[src/rtl/spi_regport_pkg.sv]
package spi_regport_pkg;
  localparam int FRAME_BITS = 24;
  localparam int CNT_W      = 5;
  localparam int BYTE_W     = 8;

  typedef struct packed {
    logic [6:0]        dev;
    logic              rd;
    logic [BYTE_W-1:0] idx;
    logic [BYTE_W-1:0] val;
  } frame_t;
endpackage

[src/rtl/spi_regport_sync.sv]
module spi_regport_sync #(
  parameter int           W       = 3,
  parameter int           STAGES  = 2,
  parameter logic [W-1:0] RST_VAL = '0
) (
  input  logic         clk,
  input  logic         rst_n,
  input  logic [W-1:0] d,
  output logic [W-1:0] q
);
  logic [W-1:0] stg [STAGES];

  genvar s;
  generate
    for (s = 0; s < STAGES; s++) begin : g_stage
      logic [W-1:0] src;
      if (s == 0) begin : g_first
        assign src = d;
      end else begin : g_next
        assign src = stg[s-1];
      end
      always_ff @(posedge clk or negedge rst_n) begin
        if (!rst_n) stg[s] <= RST_VAL;
        else        stg[s] <= src;
      end
    end
  endgenerate

  assign q = stg[STAGES-1];
endmodule

[src/rtl/spi_regport_engine.sv]
module spi_regport_engine
  import spi_regport_pkg::*;
#(
  parameter logic [6:0] DEV_ID = 7'h04
) (
  input  logic              clk,
  input  logic              rst_n,
  input  logic              cs_s,
  input  logic              sck_s,
  input  logic              sdi_s,
  input  logic [BYTE_W-1:0] rd_data,
  output logic [BYTE_W-1:0] rd_idx,
  output logic              wr_en,
  output logic [BYTE_W-1:0] wr_idx,
  output logic [BYTE_W-1:0] wr_val,
  output logic              sdo,
  output logic              sdo_en,
  output logic [CNT_W-1:0]  bit_cnt
);
  localparam logic [CNT_W-1:0] HDR_END = CNT_W'(2 * BYTE_W);
  localparam logic [CNT_W-1:0] FRM_END = CNT_W'(FRAME_BITS);
  localparam logic [CNT_W-1:0] CNT_MAX = '1;

  logic                  sck_q, cs_q;
  logic [FRAME_BITS-1:0] sh_q, sh_n;
  logic [CNT_W-1:0]      cnt_q, cnt_n;
  logic [BYTE_W-1:0]     osh_q, osh_n;
  logic                  sdo_q, sdo_n, oe_q, oe_n;
  logic                  we_q, we_n;
  logic [BYTE_W-1:0]     wi_q, wi_n, wv_q, wv_n;
  logic                  rise, fall, cs_rise, rd_hit;
  frame_t                frm;

  assign frm     = frame_t'(sh_q);
  assign rise    = sck_s & ~sck_q & ~cs_s;
  assign fall    = ~sck_s & sck_q & ~cs_s;
  assign cs_rise = cs_s & ~cs_q;
  // at the header boundary the received 16 bits sit in the low half
  assign rd_hit  = (cnt_q == HDR_END) && (sh_q[15:9] == DEV_ID) && sh_q[8];
  assign rd_idx  = sh_q[7:0];

  always_comb begin
    sh_n  = sh_q;
    cnt_n = cnt_q;
    osh_n = osh_q;
    sdo_n = sdo_q;
    oe_n  = oe_q;
    we_n  = 1'b0;
    wi_n  = wi_q;
    wv_n  = wv_q;
    if (cs_s) begin
      cnt_n = '0;
      oe_n  = 1'b0;
    end else if (rise) begin
      sh_n  = {sh_q[FRAME_BITS-2:0], sdi_s};
      cnt_n = (cnt_q == CNT_MAX) ? cnt_q : cnt_q + 1'b1;
    end else if (fall) begin
      if (rd_hit) begin
        sdo_n = rd_data[BYTE_W-1];
        osh_n = {rd_data[BYTE_W-2:0], 1'b0};
        oe_n  = 1'b1;
      end else if (oe_q) begin
        sdo_n = osh_q[BYTE_W-1];
        osh_n = {osh_q[BYTE_W-2:0], 1'b0};
      end
    end
    if (cs_rise && (cnt_q == FRM_END) && (frm.dev == DEV_ID) && !frm.rd) begin
      we_n = 1'b1;
      wi_n = frm.idx;
      wv_n = frm.val;
    end
  end

  always_ff @(posedge clk or negedge rst_n) begin
    if (!rst_n) begin
      sck_q <= 1'b0;
      cs_q  <= 1'b1;
      sh_q  <= '0;
      cnt_q <= '0;
      osh_q <= '0;
      sdo_q <= 1'b0;
      oe_q  <= 1'b0;
      we_q  <= 1'b0;
      wi_q  <= '0;
      wv_q  <= '0;
    end else begin
      sck_q <= sck_s;
      cs_q  <= cs_s;
      sh_q  <= sh_n;
      cnt_q <= cnt_n;
      osh_q <= osh_n;
      sdo_q <= sdo_n;
      oe_q  <= oe_n;
      we_q  <= we_n;
      wi_q  <= wi_n;
      wv_q  <= wv_n;
    end
  end

  assign wr_en   = we_q;
  assign wr_idx  = wi_q;
  assign wr_val  = wv_q;
  assign sdo     = sdo_q;
  assign sdo_en  = oe_q;
  assign bit_cnt = cnt_q;
endmodule

[src/rtl/spi_regport_regfile.sv]
module spi_regport_regfile #(
  parameter int NUM_REGS  = 17,
  parameter int DW        = 8,
  parameter int RSV_FIRST = 5,
  parameter int RSV_LAST  = 13,
  parameter int LOCK_REG  = 1,
  parameter int LOCK_BIT  = 3
) (
  input  logic                   clk,
  input  logic                   rst_n,
  input  logic                   wr_en,
  input  logic [7:0]             wr_idx,
  input  logic [DW-1:0]          wr_val,
  input  logic [7:0]             rd_idx,
  input  logic                   lock_in,
  output logic [DW-1:0]          rd_data,
  output logic [NUM_REGS*DW-1:0] cfg_flat
);
  genvar i;
  generate
    for (i = 0; i < NUM_REGS; i++) begin : g_reg
      if (i >= RSV_FIRST && i <= RSV_LAST) begin : g_rsv
        assign cfg_flat[i*DW +: DW] = '0;
      end else begin : g_live
        localparam logic [DW-1:0] KEEP =
          (i == LOCK_REG) ? ~(DW'(1) << LOCK_BIT) : '1;
        logic [DW-1:0] q, d;
        always_comb begin
          d = q;
          if (wr_en && (wr_idx == 8'(i))) d = wr_val & KEEP;
        end
        always_ff @(posedge clk or negedge rst_n) begin
          if (!rst_n) q <= '0;
          else        q <= d;
        end
        assign cfg_flat[i*DW +: DW] = q;
      end
    end
  endgenerate

  always_comb begin
    rd_data = '0;
    for (int k = 0; k < NUM_REGS; k++) begin
      if (rd_idx == 8'(k)) rd_data = cfg_flat[k*DW +: DW];
    end
    if (rd_idx == 8'(LOCK_REG)) rd_data[LOCK_BIT] = lock_in;
  end
endmodule

[src/rtl/spi_regport.sv]
module spi_regport
  import spi_regport_pkg::*;
#(
  parameter int         NUM_REGS    = 17,
  parameter logic [6:0] DEV_ID      = 7'h04,
  parameter int         RSV_FIRST   = 5,
  parameter int         RSV_LAST    = 13,
  parameter int         LOCK_REG    = 1,
  parameter int         LOCK_BIT    = 3,
  parameter int         SYNC_STAGES = 2,
  localparam int        CFG_W       = NUM_REGS * BYTE_W
) (
  input  logic             clk,
  input  logic             rst_n,
  input  logic             cs_n,
  input  logic             sck,
  input  logic             sdi,
  output logic             sdo,
  output logic             sdo_en,
  input  logic             lock_in,
  output logic [CFG_W-1:0] cfg_out
);
  logic [2:0]        pins_s;
  logic              cs_s, sck_s, sdi_s;
  logic [BYTE_W-1:0] rd_data, rd_idx, wr_idx, wr_val;
  logic              wr_en;
  logic [CNT_W-1:0]  bit_cnt;

  spi_regport_sync #(.W(3), .STAGES(SYNC_STAGES), .RST_VAL(3'b100)) u_sync (
    .clk(clk), .rst_n(rst_n), .d({cs_n, sck, sdi}), .q(pins_s)
  );
  assign {cs_s, sck_s, sdi_s} = pins_s;

  spi_regport_engine #(.DEV_ID(DEV_ID)) u_eng (
    .clk(clk), .rst_n(rst_n), .cs_s(cs_s), .sck_s(sck_s), .sdi_s(sdi_s),
    .rd_data(rd_data), .rd_idx(rd_idx), .wr_en(wr_en), .wr_idx(wr_idx),
    .wr_val(wr_val), .sdo(sdo), .sdo_en(sdo_en), .bit_cnt(bit_cnt)
  );

  spi_regport_regfile #(
    .NUM_REGS(NUM_REGS), .DW(BYTE_W), .RSV_FIRST(RSV_FIRST), .RSV_LAST(RSV_LAST),
    .LOCK_REG(LOCK_REG), .LOCK_BIT(LOCK_BIT)
  ) u_rf (
    .clk(clk), .rst_n(rst_n), .wr_en(wr_en), .wr_idx(wr_idx), .wr_val(wr_val),
    .rd_idx(rd_idx), .lock_in(lock_in), .rd_data(rd_data), .cfg_flat(cfg_out)
  );
endmodule

[config.mk]
export PLATFORM = sky130hd
export DESIGN_NAME = spi_regport
export DESIGN_NICKNAME = d
export VERILOG_FILES = /design/src/rtl/spi_regport_pkg.sv /design/src/rtl/spi_regport_sync.sv /design/src/rtl/spi_regport_engine.sv /design/src/rtl/spi_regport_regfile.sv /design/src/rtl/spi_regport.sv
export SDC_FILE = /design/constraint.sdc
export NUM_CORES = 1
export LEC_CHECK = 0
export BUFFER_PORTS_ARGS = -buffer_cell sky130_fd_sc_hd__buf_2
export CAP_MARGIN = 20
export CORE_ASPECT_RATIO = 1.5
export CORE_MARGIN = 2
export CORE_UTILIZATION = 30
export CTS_CLUSTER_SIZE = 28
export DETAILED_ROUTE_END_ITERATION = 16
export GPL_ROUTABILITY_DRIVEN = 0
export HOLD_SLACK_MARGIN = 0.02
export PLACE_DENSITY = 0.56
export SLEW_MARGIN = 20
export SYNTH_ARGS = -nofsm -noshare
export SYNTH_HDL_FRONTEND = slang
export SYNTH_SLANG_ARGS = --single-unit
[constraint.sdc]
create_clock -name clk -period 5.5 [get_ports clk]
set_clock_uncertainty 0.1 [all_clocks]
set_input_delay 1.1 -clock clk [delete_from_list [all_inputs] [get_ports clk]]
set_output_delay 1.1 -clock clk [all_outputs]
set_load 0.01 [all_outputs]
==> run_results.csv, run 1 <==
group,metric,value,unit
yosys,synthTopCellsByArea,"dfrtp_1 (50%), mux2_2 (17%), buf_4 (9.0%)",
floorplan,io_pins,144,
sta,drv_slew,0,
clocking,clockBufferDepth,2,
placement,dpl.hpwl,10700,um
power_and_ir_drop,netSwitchingPower,625,uW
cells_and_area,areaGrowthSynthToFinish,15.4,%
sta,finalHoldViolations,0,
cells_and_area,regArea,3160,sq um
clocking,cts_tree,"yes",
job,drv_cap,0,
yosys,yosys.area.top_type_share,50.4,%
clocking,cts_buffers,17,
sta,fin_crit,2890,ps
clocking,root_buffer,"clkbuf_16",
detailed_routing,drc,0,
global_routing,grt_overflow_total,0,
global_routing,grt_max_degree,86,
global_routing,grt_pass1_vias,4068,
power_and_ir_drop,p_leak,3.57,nW
cells_and_area,diodes,0,
critical_path,cp_data_required_time,5740,ps
critical_path,start_kind,"flop",
yosys,async_flop_share,100,%
sta,maxSlewHeadroom,37.4,%
critical_path,cp_max_fo,20,
global_routing,grt_pass1_wl,22500,um
floorplan,start_util,30.8,%
detailed_routing,dr_total_vias,4035,
detailed_routing,totalWireLength,14800,um
yosys,synth_cells,515,
cells_and_area,fillers,1951,
clocking,cts.sinks,126,
placement,portBuffers,70,
global_routing,antenna_found_initial,0,
yosys,synth_commonest_cells,"dfrtp_1 (123), mux2_2 (94), buf_4 (73)",
status,status,"finished clean",
detailed_routing,wl_per_cell,17.2,um
floorplan,die_w,121,um
critical_path,path_class,"flop to flop",
power_and_ir_drop,combPwrFrac,8.0,%
clocking,holdBufCountCts,0,
detailed_routing,drt-vias-per-instance,4.70,
power_and_ir_drop,seqPwrFrac,44.8,%
floorplan,dieArea,21500,sq um
cells_and_area,final_nets,595,
yosys,synth_ff_type,"dfrtp_1",
power_and_ir_drop,ir_drop,0.179,mV
clocking,clk_latency,410,ps
yosys,synth.ff_latch_count,126,
floorplan,row_count,63,
power_and_ir_drop,p_int,1.73,mW
worst_hold_path,worstHoldPathType,"flop to flop",
clocking,cts_setup_buffers,0,
yosys,yosys_warnings,0,
yosys,synth_area_per_cell,11.9,sq um
power_and_ir_drop,power_frac_clock,47.2,%
detailed_routing,dr.pass1.iters,4,
yosys,yosysTopAreaCell,"dfrtp_1",
sta,rsz0062_at_grt,"no",
clocking,cts-resized-gates,0,
placement,placedCellCount,827,
clocking,clk_pin_slew,60,ps
sta,clock.fmax,347,MHz
sta,worst_pin_slew,940,ps
critical_path,worst_setup_path_end_kind,"flop",
placement,dp_slack,2640,ps
yosys,seq_area_frac_synth,51.7,%
cells_and_area,utilization,35.5,%
cells_and_area,finalNonFillerCells,859,
sta,fin_crit_sh,52.5,%
sta,finalSetupViolCount,0,
sta,setup_tns,0,ps
critical_path,arrival,3130,ps
global_routing,grt_usage,13.9,%
yosys,synth_most_common_cell,"dfrtp_1",
cells_and_area,fin_area,7050,sq um
sta,hold_slack,255,ps
yosys,synth_edf_count,0,
yosys,synth_area,6110,sq um
detailed_routing,drtIter0Drc,198,
cells_and_area,drive_gt1_share,36.2,%
power_and_ir_drop,power_density,334,nW/um^2
yosys,yosysUniqueCellTypes,57,
floorplan,coreArea,19900,sq um
sta,fin_ws,2610,ps
floorplan,die_y,179,um
power_and_ir_drop,swShare,26.6,%
cells_and_area,multiInputGateArea,2560,sq um
power_and_ir_drop,power,2.35,mW
clocking,cts.htree.levels,4,
placement,place_area,6450,sq um
detailed_routing,final_antenna_net_count,0,
path summary, 6_finish.rpt:
check / start / end / slack [ps] / cells after the start
worst min register to register: u_sync.g_stage[1].src[2] / u_sync.q[2] / 250 / 0
max in group asynchronous: rst_n / u_eng.wr_val[5] / 3580 / 2
min in group asynchronous: rst_n / u_rf.g_reg[0].g_live.q[5] / 640 / 1
worst min-delay path: u_sync.g_stage[1].src[2] / u_sync.q[2] / 250 / 0
worst max register to register: u_eng.frm[0] / u_eng.osh_q[4] / 2610 / 5
worst max-delay path: u_eng.frm[0] / u_eng.osh_q[4] / 2610 / 5
layout make-up:
cell class              instances  share of cell area [%]
repair buffers                 73                    5.38
clock buffers                  19                    6.43
multi-input cells             359                    36.3
clock inverters                13                    1.97
inverters                       9                   0.479
well taps                     260                    4.62
flip-flops and latches        126                    44.8
cell usage in the layout (no fill, tap or decap), types with 4 or more instances in the layout:
cell          n
a22oi_1       9
buf_2        69
clkbuf_16    17
clkinvlp_4    5
conb_1       73
dfrtp_1     123
inv_1         8
mux2_2       94
mux2i_1       5
mux4_2        4
nand2_1      61
nand2b_1      6
nand3_1       9
nand3b_1      5
nand4_1       4
nor2_1       11
nor3_1        9
o211ai_1      5
o21ai_0      11
or3_1         4
kinds of logic (layout without fill, tap and decap cells):
| kind of cell | Yosys count | count (layout) | synth area share [%] |
|---|---|---|---|
| buf+inv | 102 | 114 | 10.8 |
| flops | 126 | 126 | 51.7 |
| xor+xnor | 3 | 3 | 0.430 |
| compound gates | 45 | 45 | 5.18 |
| mux | 104 | 104 | 19.8 |
| other cells | 1 | 73 | 0.0614 |
| fa+ha+maj | 3 | 3 | 0.615 |
| simple gates | 131 | 131 | 11.4 |
sequential cells by signal, summed over array words and instances (netlist names):
| name | count |
|---|---|
| u_eng.sdo_en | 1 |
| u_eng.wr_val | 8 |
| u_eng.sdo | 1 |
| u_eng.frm | 24 |
| u_eng.wr_idx | 8 |
| u_eng.wr_en | 1 |
| u_eng.sck_q | 1 |
| u_rf.g.g_live.q | 63 |
| u_eng.bit_cnt | 5 |
| u_sync.q | 3 |
| u_eng.osh_q | 7 |
| u_sync.g_stage.src | 3 |
| u_eng.cs_q | 1 |
critical path, cell delays in order (launching register included):
cell and delay (ps):
dfrtp_1 720, nor2_2 490, o21ai_0 160, a221o_1 420, a2111oi_0 720, a2bb2oi_1 190
routing by layer:
layer,vias to the layer above,track usage [%],part of all wire [%]
li1,1817,-,-
met1,2047,14.4,37
met2,144,25.9,55
met3,27,2.93,4.1
met4,0,7.32,3.3
met5,-,0,0
power by group through the flow:
stage / combinational, mW / sequential [mW] / clock (mW)
finish: 0.188 / 1.05 / 1.11
global route: 0.209 / 1.06 / 1.17
CTS: 0.189 / 1.05 / 1.13
detailed placement: 0.189 / 1.07 / 0
global placement: 0.186 / 1.07 / 0
floorplan: 0.230 / 0.994 / 0
Power figures use the tool's default switching activity.
==> inputs of run 2 (changes only) <==
Settings changed: PLACE_DENSITY 0.56 to 0.57.
Clock period 5.5 ns to 2.3 ns, I/O delays scaled along.
==> run 2 against run 1 <==
Register-to-register slack got worse by 2500 ps; worst setup slack got worse by 2500 ps; critical path depth grew 1; die area unchanged; global-route usage increased by 0.52 points; flip-flop and latch count unchanged; sequential power increased by 130%; non-clock buffer count is 23 higher; largest cell class unchanged; highest routed layer unchanged.
==> run_results.csv, run 2 (synthesis results as in run 1) <==
group,metric,value,unit
sta,fin_crit_sh,95.3,%
floorplan,die_w,121,um
placement,portBuffers,70,
cells_and_area,utilization,36.6,%
critical_path,start_kind,"flop",
clocking,clk_pin_slew,60,ps
cells_and_area,finalNonFillerCells,882,
global_routing,antenna_found_initial,0,
power_and_ir_drop,power_density,780,nW/um^2
clocking,clockBufferDepth,2,
detailed_routing,dr.pass1.iters,4,
sta,fin_ws,108,ps
critical_path,path_class,"flop to flop",
power_and_ir_drop,seqPwrFrac,43.2,%
cells_and_area,regMostFlops,"u_rf.g.g_live.q",
power_and_ir_drop,swShare,25.9,%
worst_hold_path,worstHoldPathType,"input pin to flop",
power_and_ir_drop,ir_drop,0.460,mV
clocking,cts_tree,"yes",
detailed_routing,dr_total_vias,4045,
critical_path,cp_data_required_time,2500,ps
detailed_routing,totalWireLength,15000,um
placement,placedCellCount,847,
critical_path,worst_setup_path_end_kind,"flop",
power_and_ir_drop,power,5.68,mW
floorplan,io_pins,144,
power_and_ir_drop,p_int,4.21,mW
detailed_routing,final_antenna_net_count,0,
global_routing,grt_pass1_vias,4209,
floorplan,coreArea,19900,sq um
placement,dp_slack,30.8,ps
cells_and_area,final_nets,618,
power_and_ir_drop,p_leak,3.68,nW
global_routing,grt_pass1_wl,23600,um
detailed_routing,drtIter0Drc,180,
cells_and_area,areaGrowthSynthToFinish,19.1,%
clocking,cts.sinks,126,
cells_and_area,layout_commonest_cell,"dfrtp_1",
status,status,"finished clean",
detailed_routing,wl_per_cell,17.0,um
sta,clock.fmax,456,MHz
clocking,clk_latency,410,ps
floorplan,dieArea,21500,sq um
cells_and_area,drive_gt1_share,38.3,%
critical_path,cp_max_fo,8,
floorplan,start_util,30.8,%
power_and_ir_drop,power_frac_clock,46.6,%
cells_and_area,final_cell_mix,"dfrtp_1 (123), mux2_2 (94), conb_1 (73), buf_2 (69), nand2_1 (61)",
cells_and_area,largest_reg_flops,63,
clocking,cts_buffers,17,
critical_path,arrival,2390,ps
sta,worst_pin_slew,589,ps
global_routing,grt_max_degree,43,
sta,fin_crit,2190,ps
cells_and_area,fin_area,7280,sq um
job,drv_cap,0,
clocking,cts.htree.levels,4,
detailed_routing,drt-vias-per-instance,4.59,
sta,drv_slew,0,
placement,dpl.hpwl,11200,um
global_routing,grt_usage,14.4,%
sta,maxSlewHeadroom,60.7,%
floorplan,row_count,63,
cells_and_area,diodes,0,
sta,finalSetupViolCount,0,
power_and_ir_drop,combPwrFrac,10.2,%
placement,place_area,6640,sq um
floorplan,die_y,179,um
sta,finalHoldViolations,0,
power_and_ir_drop,netSwitchingPower,1.47,mW
detailed_routing,drc,0,
global_routing,grt_overflow_total,0,
clocking,root_buffer,"clkbuf_16",
## run 2: changes by cell type in the layout (fill, tap and decap cells not counted), moves of 2 or more
cell,change
buf_4,+19
inv_6,-2
clkbuf_1,+2
buf_12,+4
## run 2: path summary, 6_finish.rpt
check	start	end	slack [ps]	cells after the start
setup / recovery	u_eng.wr_idx[5]	u_rf.g_reg[2].g_live.q[7]	110	6
hold / removal	cs_n	u_sync.g_stage[1].src[2]	40	1
setup reg to reg	u_eng.wr_idx[5]	u_rf.g_reg[2].g_live.q[7]	110	6
hold reg to reg	u_sync.g_stage[1].src[1]	u_sync.q[1]	250	0
max in group asynchronous	rst_n	u_eng.cs_q	850	3
min in group asynchronous	rst_n	u_rf.g_reg[1].g_live.q[7]	500	2
## run 2: timing repair
item / in CTS / in global routing
hold buffers: 1 / 0
hold endpoints to repair: 38 / 0
buffers inserted: 0 / 2
endpoints found under the setup margin: 0 / 24
resized for setup: 0 / 3
## run 2: worst max-delay path, cell delays in order (launching register included)
cell and delay [ps]:
dfrtp_1 380, or4b_4 570, nor3_4 160, nand2b_2 140, nor3b_4 240, buf_12 160, mux2_2 330
## run 2: layer usage
metal  track usage, %  vias to the layer above  part of all wire, %
li1                 -                     1836                    -
met1             15.0                     2061                   36
met2             27.7                      131                   58
met3             3.02                       17                  3.6
met4             5.86                        0                  2.0
met5                0                        -                    0
## run 2: final cells by class
type / instances / area, sq um
Timing Repair Buffer: 96 / 601
Sequential cell: 126 / 3160
Multi-Input combinational cell: 359 / 2570
Clock inverter: 10 / 114
Clock buffer: 22 / 474
Tap cell: 260 / 325
Inverter: 9 / 33.8
Fill cell: 1934 / 12600
## run 2: through the flow
step / TNS [ps] / hold WS [ps]
CTS: 0 / 30.5
detailed placement: 0 / 236
floorplan: 0 / 64.4
global route: -5.87 / 29.0
global placement: 0 / 240
finish: 0 / 44.7
## run 2: power by group through the flow
| stage | logic (mW) | registers [mW] | clock network, mW |
|---|---|---|---|
| after floorplan | 0.550 | 2.38 | 0 |
| after CTS | 0.575 | 2.45 | 2.69 |
| after global placement | 0.563 | 2.49 | 0 |
| after detailed placement | 0.569 | 2.49 | 0 |
| after global routing | 0.637 | 2.47 | 2.79 |
| final | 0.578 | 2.45 | 2.65 |
